### config.mk
export PLATFORM = sky130hd
export DESIGN_NAME = inband_lb_monitor
export DESIGN_NICKNAME = d
export VERILOG_FILES = /design/src/rtl/ilb_pkg.sv /design/src/rtl/ilb_code_matcher.sv /design/src/rtl/ilb_prbs_sync.sv /design/src/rtl/ilb_status_flag.sv /design/src/rtl/inband_lb_monitor.sv
export SDC_FILE = /design/constraint.sdc
export NUM_CORES = 1
export LEC_CHECK = 0
export ABC_AREA = 0
export BUFFER_PORTS_ARGS = -buffer_cell sky130_fd_sc_hd__buf_2
export CAP_MARGIN = 20
export CELL_PAD_IN_SITES_DETAIL_PLACEMENT = 1
export CELL_PAD_IN_SITES_GLOBAL_PLACEMENT = 1
export CORE_ASPECT_RATIO = 0.5
export CORE_MARGIN = 2
export CORE_UTILIZATION = 52
export DETAILED_ROUTE_END_ITERATION = 12
export PLACE_DENSITY = 0.87
export RECOVER_POWER = 50
export SYNTH_ARGS = -nofsm -noshare
export SYNTH_HDL_FRONTEND = slang
export SYNTH_SLANG_ARGS = --single-unit
### constraint.sdc
create_clock -name clk -period 5.3 [get_ports clk]
set_input_delay 0 -clock clk [delete_from_list [all_inputs] [get_ports clk]]
set_output_delay 0 -clock clk [all_outputs]
set_load 0.005 [all_outputs]
### src/rtl/ilb_pkg.sv
package ilb_pkg;
  typedef enum logic {
    MODE_LOOP = 1'b0,
    MODE_PRBS = 1'b1
  } ilb_mode_e;

  typedef struct packed {
    logic act;
    logic deact;
  } ilb_status_t;
endpackage

### src/rtl/ilb_code_matcher.sv
// Windowed matcher for one repeating code; every phase is scored in parallel.
module ilb_code_matcher #(
  parameter int CODE_LEN    = 5,
  parameter logic [CODE_LEN-1:0] CODE = 5'b00001,
  parameter int WINDOW_BITS = 51200,
  parameter int ERR_LIMIT   = 512
) (
  input  logic clk,
  input  logic rst_n,
  input  logic clr,
  input  logic bit_vld,
  input  logic bit_in,
  output logic det
);
  localparam int WIN_W = $clog2(WINDOW_BITS);
  localparam int POS_W = (CODE_LEN > 1) ? $clog2(CODE_LEN) : 1;
  localparam int CNT_W = $clog2(ERR_LIMIT + 1);

  logic [WIN_W-1:0]    win_cnt;
  logic [POS_W-1:0]    pos;
  logic                win_last;
  logic [CODE_LEN-1:0] pass;

  assign win_last = bit_vld && (win_cnt == WIN_W'(WINDOW_BITS - 1));

  always_ff @(posedge clk) begin
    if (!rst_n || clr) begin
      win_cnt <= '0;
      pos     <= '0;
    end else if (bit_vld) begin
      win_cnt <= win_last ? '0 : win_cnt + 1'b1;
      pos     <= (pos == POS_W'(CODE_LEN - 1)) ? '0 : pos + 1'b1;
    end
  end

  for (genvar k = 0; k < CODE_LEN; k++) begin : g_phase
    localparam logic [CODE_LEN-1:0] ROT =
      CODE_LEN'((CODE << k) | (CODE >> (CODE_LEN - k)));
    logic             exp_bit;
    logic             mism;
    logic [CNT_W-1:0] err_cnt;

    assign exp_bit = ROT[POS_W'(CODE_LEN - 1) - pos];
    assign mism    = bit_in ^ exp_bit;
    assign pass[k] = ({1'b0, err_cnt} + (CNT_W+1)'(mism)) < (CNT_W+1)'(ERR_LIMIT);

    always_ff @(posedge clk) begin
      if (!rst_n || clr) begin
        err_cnt <= '0;
      end else if (bit_vld) begin
        if (win_last)
          err_cnt <= '0;
        else if (err_cnt != CNT_W'(ERR_LIMIT))
          err_cnt <= err_cnt + CNT_W'(mism);
      end
    end
  end

  always_ff @(posedge clk) begin
    if (!rst_n || clr)
      det <= 1'b0;
    else if (win_last)
      det <= |pass;
  end


  det_window_chk: assert property (@(posedge clk) disable iff (!rst_n)
    (!win_last && !clr) |=> $stable(det));


  idle_hold_chk: assert property (@(posedge clk) disable iff (!rst_n)
    (!bit_vld && !clr) |=> ($stable(win_cnt) && $stable(pos)));
endmodule

### src/rtl/ilb_prbs_sync.sv
// Self-synchronizing PRBS checker with run-length lock and block-based loss.
module ilb_prbs_sync #(
  parameter int PRBS_ORDER = 15,
  parameter int PRBS_TAP   = 14,
  parameter int LOCK_RUN   = 32,
  parameter int LOSE_ERRS  = 8,
  parameter int LOSE_SPAN  = 64
) (
  input  logic clk,
  input  logic rst_n,
  input  logic clr,
  input  logic bit_vld,
  input  logic bit_in,
  output logic locked
);
  localparam int RUN_W  = $clog2(LOCK_RUN + 1);
  localparam int SPAN_W = $clog2(LOSE_SPAN);
  localparam int ERR_W  = $clog2(LOSE_ERRS + 1);

  logic [PRBS_ORDER-1:0] hist;
  logic [RUN_W-1:0]      run_cnt;
  logic [SPAN_W-1:0]     span_cnt;
  logic [ERR_W-1:0]      err_cnt;
  logic                  pred;
  logic                  good;
  logic                  span_end;

  assign pred     = hist[PRBS_ORDER-1] ^ hist[PRBS_TAP-1];
  assign good     = (bit_in == pred);
  assign span_end = (span_cnt == SPAN_W'(LOSE_SPAN - 1));

  always_ff @(posedge clk) begin
    if (!rst_n || clr) begin
      hist     <= '0;
      run_cnt  <= '0;
      span_cnt <= '0;
      err_cnt  <= '0;
      locked   <= 1'b0;
    end else if (bit_vld) begin
      if (!locked) begin
        hist <= {hist[PRBS_ORDER-2:0], bit_in};
        if (good && (hist != '0)) begin
          if (run_cnt == RUN_W'(LOCK_RUN - 1)) begin
            locked   <= 1'b1;
            run_cnt  <= '0;
            span_cnt <= '0;
            err_cnt  <= '0;
          end else begin
            run_cnt <= run_cnt + 1'b1;
          end
        end else begin
          run_cnt <= '0;
        end
      end else begin
        hist     <= {hist[PRBS_ORDER-2:0], pred};
        span_cnt <= span_end ? '0 : span_cnt + 1'b1;
        if (!good && (err_cnt == ERR_W'(LOSE_ERRS - 1))) begin
          locked   <= 1'b0;
          run_cnt  <= '0;
          span_cnt <= '0;
          err_cnt  <= '0;
        end else if (span_end) begin
          err_cnt <= '0;
        end else begin
          err_cnt <= err_cnt + ERR_W'(!good);
        end
      end
    end
  end


  prbs_zero_chk: assert property (@(posedge clk) disable iff (!rst_n)
    locked |-> (hist != '0));


  lock_on_beat_chk: assert property (@(posedge clk) disable iff (!rst_n)
    $rose(locked) |-> $past(bit_vld));


  lock_idle_chk: assert property (@(posedge clk) disable iff (!rst_n)
    (locked && !bit_vld && !clr) |=> locked);
endmodule

### src/rtl/ilb_status_flag.sv
// Sticky change flag over the reported status pair.
module ilb_status_flag
  import ilb_pkg::*;
(
  input  logic        clk,
  input  logic        rst_n,
  input  logic        hold,
  input  logic        clr_req,
  input  ilb_status_t cur,
  output logic        flag
);
  ilb_status_t prev;
  logic        changed;

  assign changed = (cur != prev);

  always_ff @(posedge clk) begin
    if (!rst_n) begin
      prev <= '0;
      flag <= 1'b0;
    end else if (hold) begin
      prev <= '0;
      if (clr_req) flag <= 1'b0;
    end else begin
      prev <= cur;
      if (changed)      flag <= 1'b1;
      else if (clr_req) flag <= 1'b0;
    end
  end


  flag_set_chk: assert property (@(posedge clk) disable iff (!rst_n)
    (changed && !hold) |=> flag);


  flag_clear_chk: assert property (@(posedge clk) disable iff (!rst_n)
    (clr_req && !changed) |=> !flag);


  flag_sticky_chk: assert property (@(posedge clk) disable iff (!rst_n)
    (flag && !clr_req) |=> flag);
endmodule

### src/rtl/inband_lb_monitor.sv
module inband_lb_monitor
  import ilb_pkg::*;
#(
  parameter int WINDOW_BITS = 51200,
  parameter int ERR_LIMIT   = 512,
  parameter int ACT_LEN     = 5,
  parameter logic [ACT_LEN-1:0] ACT_CODE = 5'b00001,
  parameter int DEACT_LEN   = 3,
  parameter logic [DEACT_LEN-1:0] DEACT_CODE = 3'b001,
  parameter int PRBS_ORDER  = 15,
  parameter int PRBS_TAP    = 14,
  parameter int LOCK_RUN    = 32,
  parameter int LOSE_ERRS   = 8,
  parameter int LOSE_SPAN   = 64
) (
  input  logic clk,
  input  logic rst_n,
  input  logic in_valid,
  output logic in_ready,
  input  logic in_bit,
  input  logic prbs_mode,
  input  logic flag_clr,
  output logic act_det,
  output logic deact_det,
  output logic status_chg
);
  ilb_mode_e   mode_q;
  ilb_mode_e   mode_in;
  logic        mode_chg;
  logic        loop_clr;
  logic        prbs_clr;
  logic        accept;
  logic        act_hit;
  logic        deact_hit;
  logic        prbs_lock;
  ilb_status_t status;

  assign in_ready = 1'b1;
  assign accept   = in_valid && in_ready;
  assign mode_in  = ilb_mode_e'(prbs_mode);
  assign mode_chg = (mode_in != mode_q);
  assign loop_clr = mode_chg || (mode_q != MODE_LOOP);
  assign prbs_clr = mode_chg || (mode_q != MODE_PRBS);

  always_ff @(posedge clk) begin
    if (!rst_n) mode_q <= MODE_LOOP;
    else        mode_q <= mode_in;
  end

  ilb_code_matcher #(
    .CODE_LEN(ACT_LEN), .CODE(ACT_CODE),
    .WINDOW_BITS(WINDOW_BITS), .ERR_LIMIT(ERR_LIMIT)
  ) u_act (
    .clk(clk), .rst_n(rst_n), .clr(loop_clr),
    .bit_vld(accept), .bit_in(in_bit), .det(act_hit)
  );

  ilb_code_matcher #(
    .CODE_LEN(DEACT_LEN), .CODE(DEACT_CODE),
    .WINDOW_BITS(WINDOW_BITS), .ERR_LIMIT(ERR_LIMIT)
  ) u_deact (
    .clk(clk), .rst_n(rst_n), .clr(loop_clr),
    .bit_vld(accept), .bit_in(in_bit), .det(deact_hit)
  );

  ilb_prbs_sync #(
    .PRBS_ORDER(PRBS_ORDER), .PRBS_TAP(PRBS_TAP), .LOCK_RUN(LOCK_RUN),
    .LOSE_ERRS(LOSE_ERRS), .LOSE_SPAN(LOSE_SPAN)
  ) u_prbs (
    .clk(clk), .rst_n(rst_n), .clr(prbs_clr),
    .bit_vld(accept), .bit_in(in_bit), .locked(prbs_lock)
  );

  always_comb begin
    if (mode_q == MODE_PRBS) begin
      status.act   = prbs_lock;
      status.deact = 1'b0;
    end else begin
      status.act   = act_hit;
      status.deact = deact_hit;
    end
  end

  assign act_det   = status.act;
  assign deact_det = status.deact;

  ilb_status_flag u_flag (
    .clk(clk), .rst_n(rst_n), .hold(mode_chg),
    .clr_req(flag_clr), .cur(status), .flag(status_chg)
  );


  excl_det_chk: assert property (@(posedge clk) disable iff (!rst_n)
    !(act_det && deact_det));


  prbs_deact_chk: assert property (@(posedge clk) disable iff (!rst_n)
    (mode_q == MODE_PRBS) |-> !deact_det);


  mode_restart_chk: assert property (@(posedge clk) disable iff (!rst_n)
    mode_chg |=> (!act_det && !deact_det));


  mode_quiet_chk: assert property (@(posedge clk) disable iff (!rst_n)
    (mode_chg && !status_chg) |=> !status_chg);
endmodule

### Yosys cells after proc, flatten, opt, wreduce, memory -nomap -nowiden

Memories as Yosys holds them, arrays and structs flattened.
Cells that the tools add are included.

* register bits: 155
* bits in read-only memories: 40
* input port bits: 6
* output and inout port bits: 4
* logic and storage cells: 181
* memories kept: 5

* add/subtract/negate cells: 25
* $lt $le $gt $ge: 10
* equality and inequality tests: 19
* mux-type cells: 54
* bitwise operators: 11
* reduce and logical (&&, ||, !) cells: 34

Memories
* (no name shown): depth 8, width 1, read ports 1, clocked after memory_dff 0, wr ports 0, RTL line ilb_code_matcher.sv:43 `assign exp_bit = ROT[POS_W'(CODE_LEN - 1) - pos];`
* (no name shown): depth 8, width 1, read ports 1, clocked after memory_dff 0, wr ports 0, RTL line ilb_code_matcher.sv:43
* (no name shown): depth 8, width 1, read ports 1, clocked after memory_dff 0, wr ports 0, RTL line ilb_code_matcher.sv:43
* (no name shown): depth 8, width 1, read ports 1, clocked after memory_dff 0, wr ports 0, RTL line ilb_code_matcher.sv:43
* (no name shown): depth 8, width 1, read ports 1, clocked after memory_dff 0, wr ports 0, RTL line ilb_code_matcher.sv:43

Operators by type and width (count)
* $mux 10: 16
* $add 10x1->11: 8
* $lt 11x10->1 const B: 8
* $add 10x1->10: 8
* $ne 10x10->1 const B: 8
* $mux 6: 9
* $add 16x1->16 const B: 2
* $eq 16x16->1 const B: 2
* $mux 16: 2
* $mux 4: 5
* $reduce_bool 2->1: 10
* $reduce_and 2->1: 9
* $mux 1: 16
* $reduce_bool 15->1: 1
* $add 6x1->6 const B: 2
* $xor 1x1->1: 9
* $bmux 1 s2: 3
* $eq 6x5->1 const B: 1
* $eq 6x6->1 const B: 1
* $reduce_or 5->1: 1
* $add 4x1->4: 1
* $eq 4x3->1 const B: 1
* $logic_and 1x1->1: 4
* $logic_or 1x1->1: 4
* other kinds (19): 22

### Longest topological paths before layout

* depth after elaboration: 7
* gate-level depth with buffers: 12
* mapped depth without buffers: 12

### By module

Synthesis repeated with hierarchy kept, for this count alone.

* cell total of the unflattened synthesis: 923
* area, all modules: 7995.2 sq um

By module, submodules not included
* ilb_code_matcher at u_act: times used 1, cells each 426, area each 3648.5 sq um, sequential area each 1401.3 sq um
* ilb_code_matcher at u_deact: times used 1, cells each 298, area each 2492.4 sq um, sequential area each 980.9 sq um
* ilb_prbs_sync: times used 1, cells each 177, area each 1637.8 sq um, sequential area each 640.6 sq um
* ilb_status_flag: times used 1, cells each 10, area each 115.1 sq um, sequential area each 60.1 sq um
* inband_lb_monitor: times used 1, cells each 12, area each 101.3 sq um, sequential area each 20.0 sq um

### Worst setup path after synthesis

OpenSTA, ideal clock, no wires.

* path kind: register -> register
* start: reg u_act.pos[0]
* end: reg u_act.g_phase[2].err_cnt[9]
* library setup time: 0.080 ns
* data arrival time: 2.694 ns
* required time: 5.220 ns
* slack: 2.526 ns
* stages on the path, launching flop included: 11
* buffers on the path: 0
* period minus slack after synthesis: 2.774 ns
* cell sequence: dfxtp_1 > inv_1 > ha_1 > ha_1 > nand2b_1 > xnor2_1 > ha_1 > nand3_1 > or4_1 > or4_1 > o211ai_1

* longest elaborated chain between the ends: 7

Ends and longest elaborated chain
* start: declaration: RTL line ilb_code_matcher.sv:20 `logic [POS_W-1:0] pos;`
* start signal: assignment: RTL line ilb_code_matcher.sv:32 `pos <= (pos == POS_W'(CODE_LEN - 1)) ? '0 : pos + 1'b1;`
* $sub 3x3->3: RTL line ilb_code_matcher.sv:43
* $mem_v2 8x1
* $mux 1 (not written as such): RTL line ilb_code_matcher.sv:43
* $xor 1x1->1: RTL line ilb_code_matcher.sv:44 `assign mism = bit_in ^ exp_bit;`
* $add 10x1->10: RTL line ilb_code_matcher.sv:54 `err_cnt <= err_cnt + CNT_W'(mism);`
* $mux 10: RTL line ilb_code_matcher.sv:53 `else if (err_cnt != CNT_W'(ERR_LIMIT))`
* $mux 10: RTL line ilb_code_matcher.sv:51 `if (win_last)`
* end signal: assignment: RTL line ilb_code_matcher.sv:54
* end: declaration: RTL line ilb_code_matcher.sv:41 `logic [CNT_W-1:0] err_cnt;`

No other way between the ends. The select of a mux whose other input is x is not followed.
A chain may end at the register's enable or synchronous reset.

### Final worst setup path

* start: reg mode_q
* end: reg u_deact.g_phase[0].err_cnt[2]

* longest elaborated chain between the ends: 3

Ends and longest elaborated chain
* start: declaration: RTL line inband_lb_monitor.sv:27 `ilb_mode_e mode_q;`
* start signal: assignment: RTL line inband_lb_monitor.sv:47 `else mode_q <= mode_in;`
* $ne 1x1->1: RTL line inband_lb_monitor.sv:41 `assign mode_chg = (mode_in != mode_q);`
* $logic_or 1x1->1 (*): RTL line inband_lb_monitor.sv:42 `assign loop_clr = mode_chg || (mode_q != MODE_LOOP);`
* $logic_or 1x1->1 (*): RTL line ilb_code_matcher.sv:48 `if (!rst_n || clr) begin`
* end signal: assignment: RTL line ilb_code_matcher.sv:54
* end: declaration: RTL line ilb_code_matcher.sv:41

Mark *: on every way between the ends. The rest lies on a longest branch, timed or not.

==> flow_metrics.env <==
export IMPL_max_freq_ghz=0.264
export IMPL_die_x_um=178
export IMPL_avgRoutedWirePerCell_um=18.9
export IMPL_cts_max_path_buffers=2
export IMPL_via_per_inst=6.15
export IMPL_nNetsFinal=974
export IMPL_synth_top_cells_by_area="dfxtp_1, ha_1, nor2_1"
export IMPL_critPathKind="reg -> reg"
export IMPL_path_clk_slew_ps=70
export IMPL_grt_max_degree=39
export IMPL_ys_types=61
export IMPL_cp_required_ps=5620
export IMPL_cts_tree="yes"
export IMPL_peakVddDrop_v=0.000240
export IMPL_clk_latency_ps=440
export IMPL_syn_area_um2=7870
export IMPL_hold_viol_final=0
export IMPL_drtIter0Drc=545
export IMPL_initial_core_util=0.538
export IMPL_r2r_start="mode_q"
export IMPL_crit_arrival_ps=4110
export IMPL_rsz0062_at_grt="false"
export IMPL_antenna_found_initial=0
export IMPL_drv_slew=0
export IMPL_portBuffers=8
export IMPL_cts_root_buf="clkbuf_16"
export IMPL_cp_end_kind="register"
export IMPL_postRouteWirelength_mm=21.6
export IMPL_gr_usage_all_layers=0.280
export IMPL_gr_usage_met2=0.490
export IMPL_fin_setup_tns_ps=0
export IMPL_finalPower_mw=2.46
export IMPL_postRouteAntennaNets=0
export IMPL_rows=31
export IMPL_n_fill_cell=1744
export IMPL_netlist_instances=934
export IMPL_grt_use_met3=0.0456
export IMPL_die_area_um2=16200
export IMPL_critPathLaunch="mode_q"
export IMPL_cts_sinks=155
export IMPL_synth_common_cells="dfxtp_1, nor2_1, nand2_1"
export IMPL_hold_path_class="in -> reg"
export IMPL_post_cts_setup_buffers=0
export IMPL_gp_congestion=0.825
export IMPL_maxSlewHeadroom=0.0999
export IMPL_core_um2=14600
export IMPL_synth_edf_count=0
export IMPL_syn_nets=975
export IMPL_die_y_um=91.0
export IMPL_synth_seq_area_share=0.394
export IMPL_grt_busiest_layer="met2"
export IMPL_synth_seq_cells=155
export IMPL_maxCapViolCount=0
export IMPL_grt_pass1_wl_mm=36.4
export IMPL_layout_drive_gt1_share=0.0571
export IMPL_yosysMostFrequentCell="dfxtp_1"
export IMPL_drc_errors=0
export IMPL_h_tree_depth=4
export IMPL_p_per_area_nw_per_um2=285
export IMPL_use_met1=0.351
export IMPL_path_max_fanout=27
export IMPL_numCtsBuffers=17
export IMPL_ios=10
export IMPL_synth_top_cell_by_area="dfxtp_1"
export IMPL_gr_total_overflow=0
export IMPL_tightest_slew_ps=1350
export IMPL_fin_crit_sh=0.714
export IMPL_period_minus_slack_ps=3790
export IMPL_fin_skew_ps=9.09
export IMPL_ys_async_sr_fraction=0
export IMPL_synth_ff_type="dfxtp_1"
export IMPL_antenna_cells=0
export IMPL_setup_viol=0
export IMPL_first_pass_iters=5
export IMPL_worst_setup_path_start_kind="register"
export IMPL_area_growth_pct=9.55
export IMPL_num_vias=7041
export IMPL_p_leak_nw=2.99
export IMPL_yosys_warnings=0
export IMPL_synthDominantCellAreaShare=0.394
export IMPL_hold_start="in_valid"
export IMPL_first_global_vias=7280
export IMPL_dp_hpwl_mm=13.3
export IMPL_synth_area_per_cell_um2=8.43
export IMPL_outcome="finished, final reports clean"
-- power by group --
| part | leakage, nW | total [mW] | internal (mW) | switching, mW |
|---|---|---|---|---|
| sequential | 1.25 | 1.18 | 1.17 | 0.00786 |
| combinational | 1.47 | 0.110 | 0.0329 | 0.0768 |
| clock | 0.266 | 1.17 | 0.621 | 0.548 |
| total | 2.99 | 2.46 | 1.82 | 0.633 |
-- state kept, by name, summed over array words and instances, names as in the netlist, 2 cells and up --
name and count:
u_act.g_phase.err_cnt 50, u_act.pos 3, u_act.win_cnt 16, u_deact.g_phase.err_cnt 30
u_deact.pos 2, u_deact.win_cnt 16, u_flag.prev 2, u_prbs.err_cnt 4
u_prbs.hist 15, u_prbs.run_cnt 6, u_prbs.span_cnt 6
-- metal layers --
layer  share of wire  wire [um]
met3           0.028        615
met5               0          0
met2            0.50      10700
met4           0.014        304
met1            0.46       9920
-- repair_timing --
action                                 in CTS  in global routing
setup endpoints to repair                   0                  0
endpoints found under the hold margin       4                  0
hold buffers                                4                  0
gates resized for setup                     0                  0
-- cells by family after synthesis --
kind of cell / after synthesis / synth area share
and+or+nand+nor: 416 / 0.274
other: 1 / 0.000476
muxes: 28 / 0.0356
DFF: 155 / 0.394
buffers and inverters: 60 / 0.0318
xor gates and xnor gates: 59 / 0.0676
AOI/OAI and AO/OA: 180 / 0.141
adders and majority gates: 35 / 0.0556
-- area by class of cell --
cell class,instances,area [um^2],share of cell area
clock inverter,14,114,0.0132
inverter,20,75.1,0.00871
tap,198,248,0.0287
timing repair buffer,20,124,0.0144
sequential,155,3100,0.360
multi-input combinational,719,4520,0.524
clock buffer,18,439,0.0509
-- metrics by stage --
stage	hold WS [ps]	area [um^2]	utilization	setup slack [ps]	cells
4_1_cts	140	8630	0.590	2190	1143
3_3_place_gp	252	8040	0.550	2350	1107
2_1_floorplan	118	7870	-	2530	934
6_report	145	8620	0.590	1510	1144
3_5_place_dp	275	8040	0.550	2210	1107
5_1_grt	177	8620	0.590	1230	1144
-- cell usage in the layout, fill, tap and decap left out, types with 5 or more instances in the layout --
cell and instances:
or4_1 10, or2_2 5, clkbuf_1 7, xnor2_1 24, nor4_1 24, dfxtp_1 155
nor2_1 110, o31ai_1 6, and4_1 10, o21a_1 10, inv_1 18, a21oi_1 60
nand3b_1 5, o21ai_0 40, buf_4 5, nand2b_1 10, and3_1 21, nand3_1 46
nand2_1 79, ha_1 35, nor3_1 16, xor2_1 34, and2_1 6, clkbuf_16 17
nand4_1 33, mux2i_1 28, nand4b_1 10, a22o_1 6, a31oi_1 22, or3_1 12
nor3b_1 6
-- path summary, 6_finish.rpt --
check	end	slack, ps	cells past startpoint
min	u_act.win_cnt[1]	150	3
max reg2reg	u_deact.g_phase[0].err_cnt[2]	1510	8
max	u_deact.g_phase[0].err_cnt[2]	1510	8
min reg2reg	u_act.g_phase[2].err_cnt[8]	490	1
-- critical path, stage by stage, from the launching register on --
cell      delay (ps)
dfxtp_1          400
inv_1             60
ha_1             190
nand2_1          420
clkbuf_1        1040
a21o_1           310
clkbuf_1         910
or2_2            250
mux2i_1           60
No activity file was read; power rests on OpenSTA's default activity.
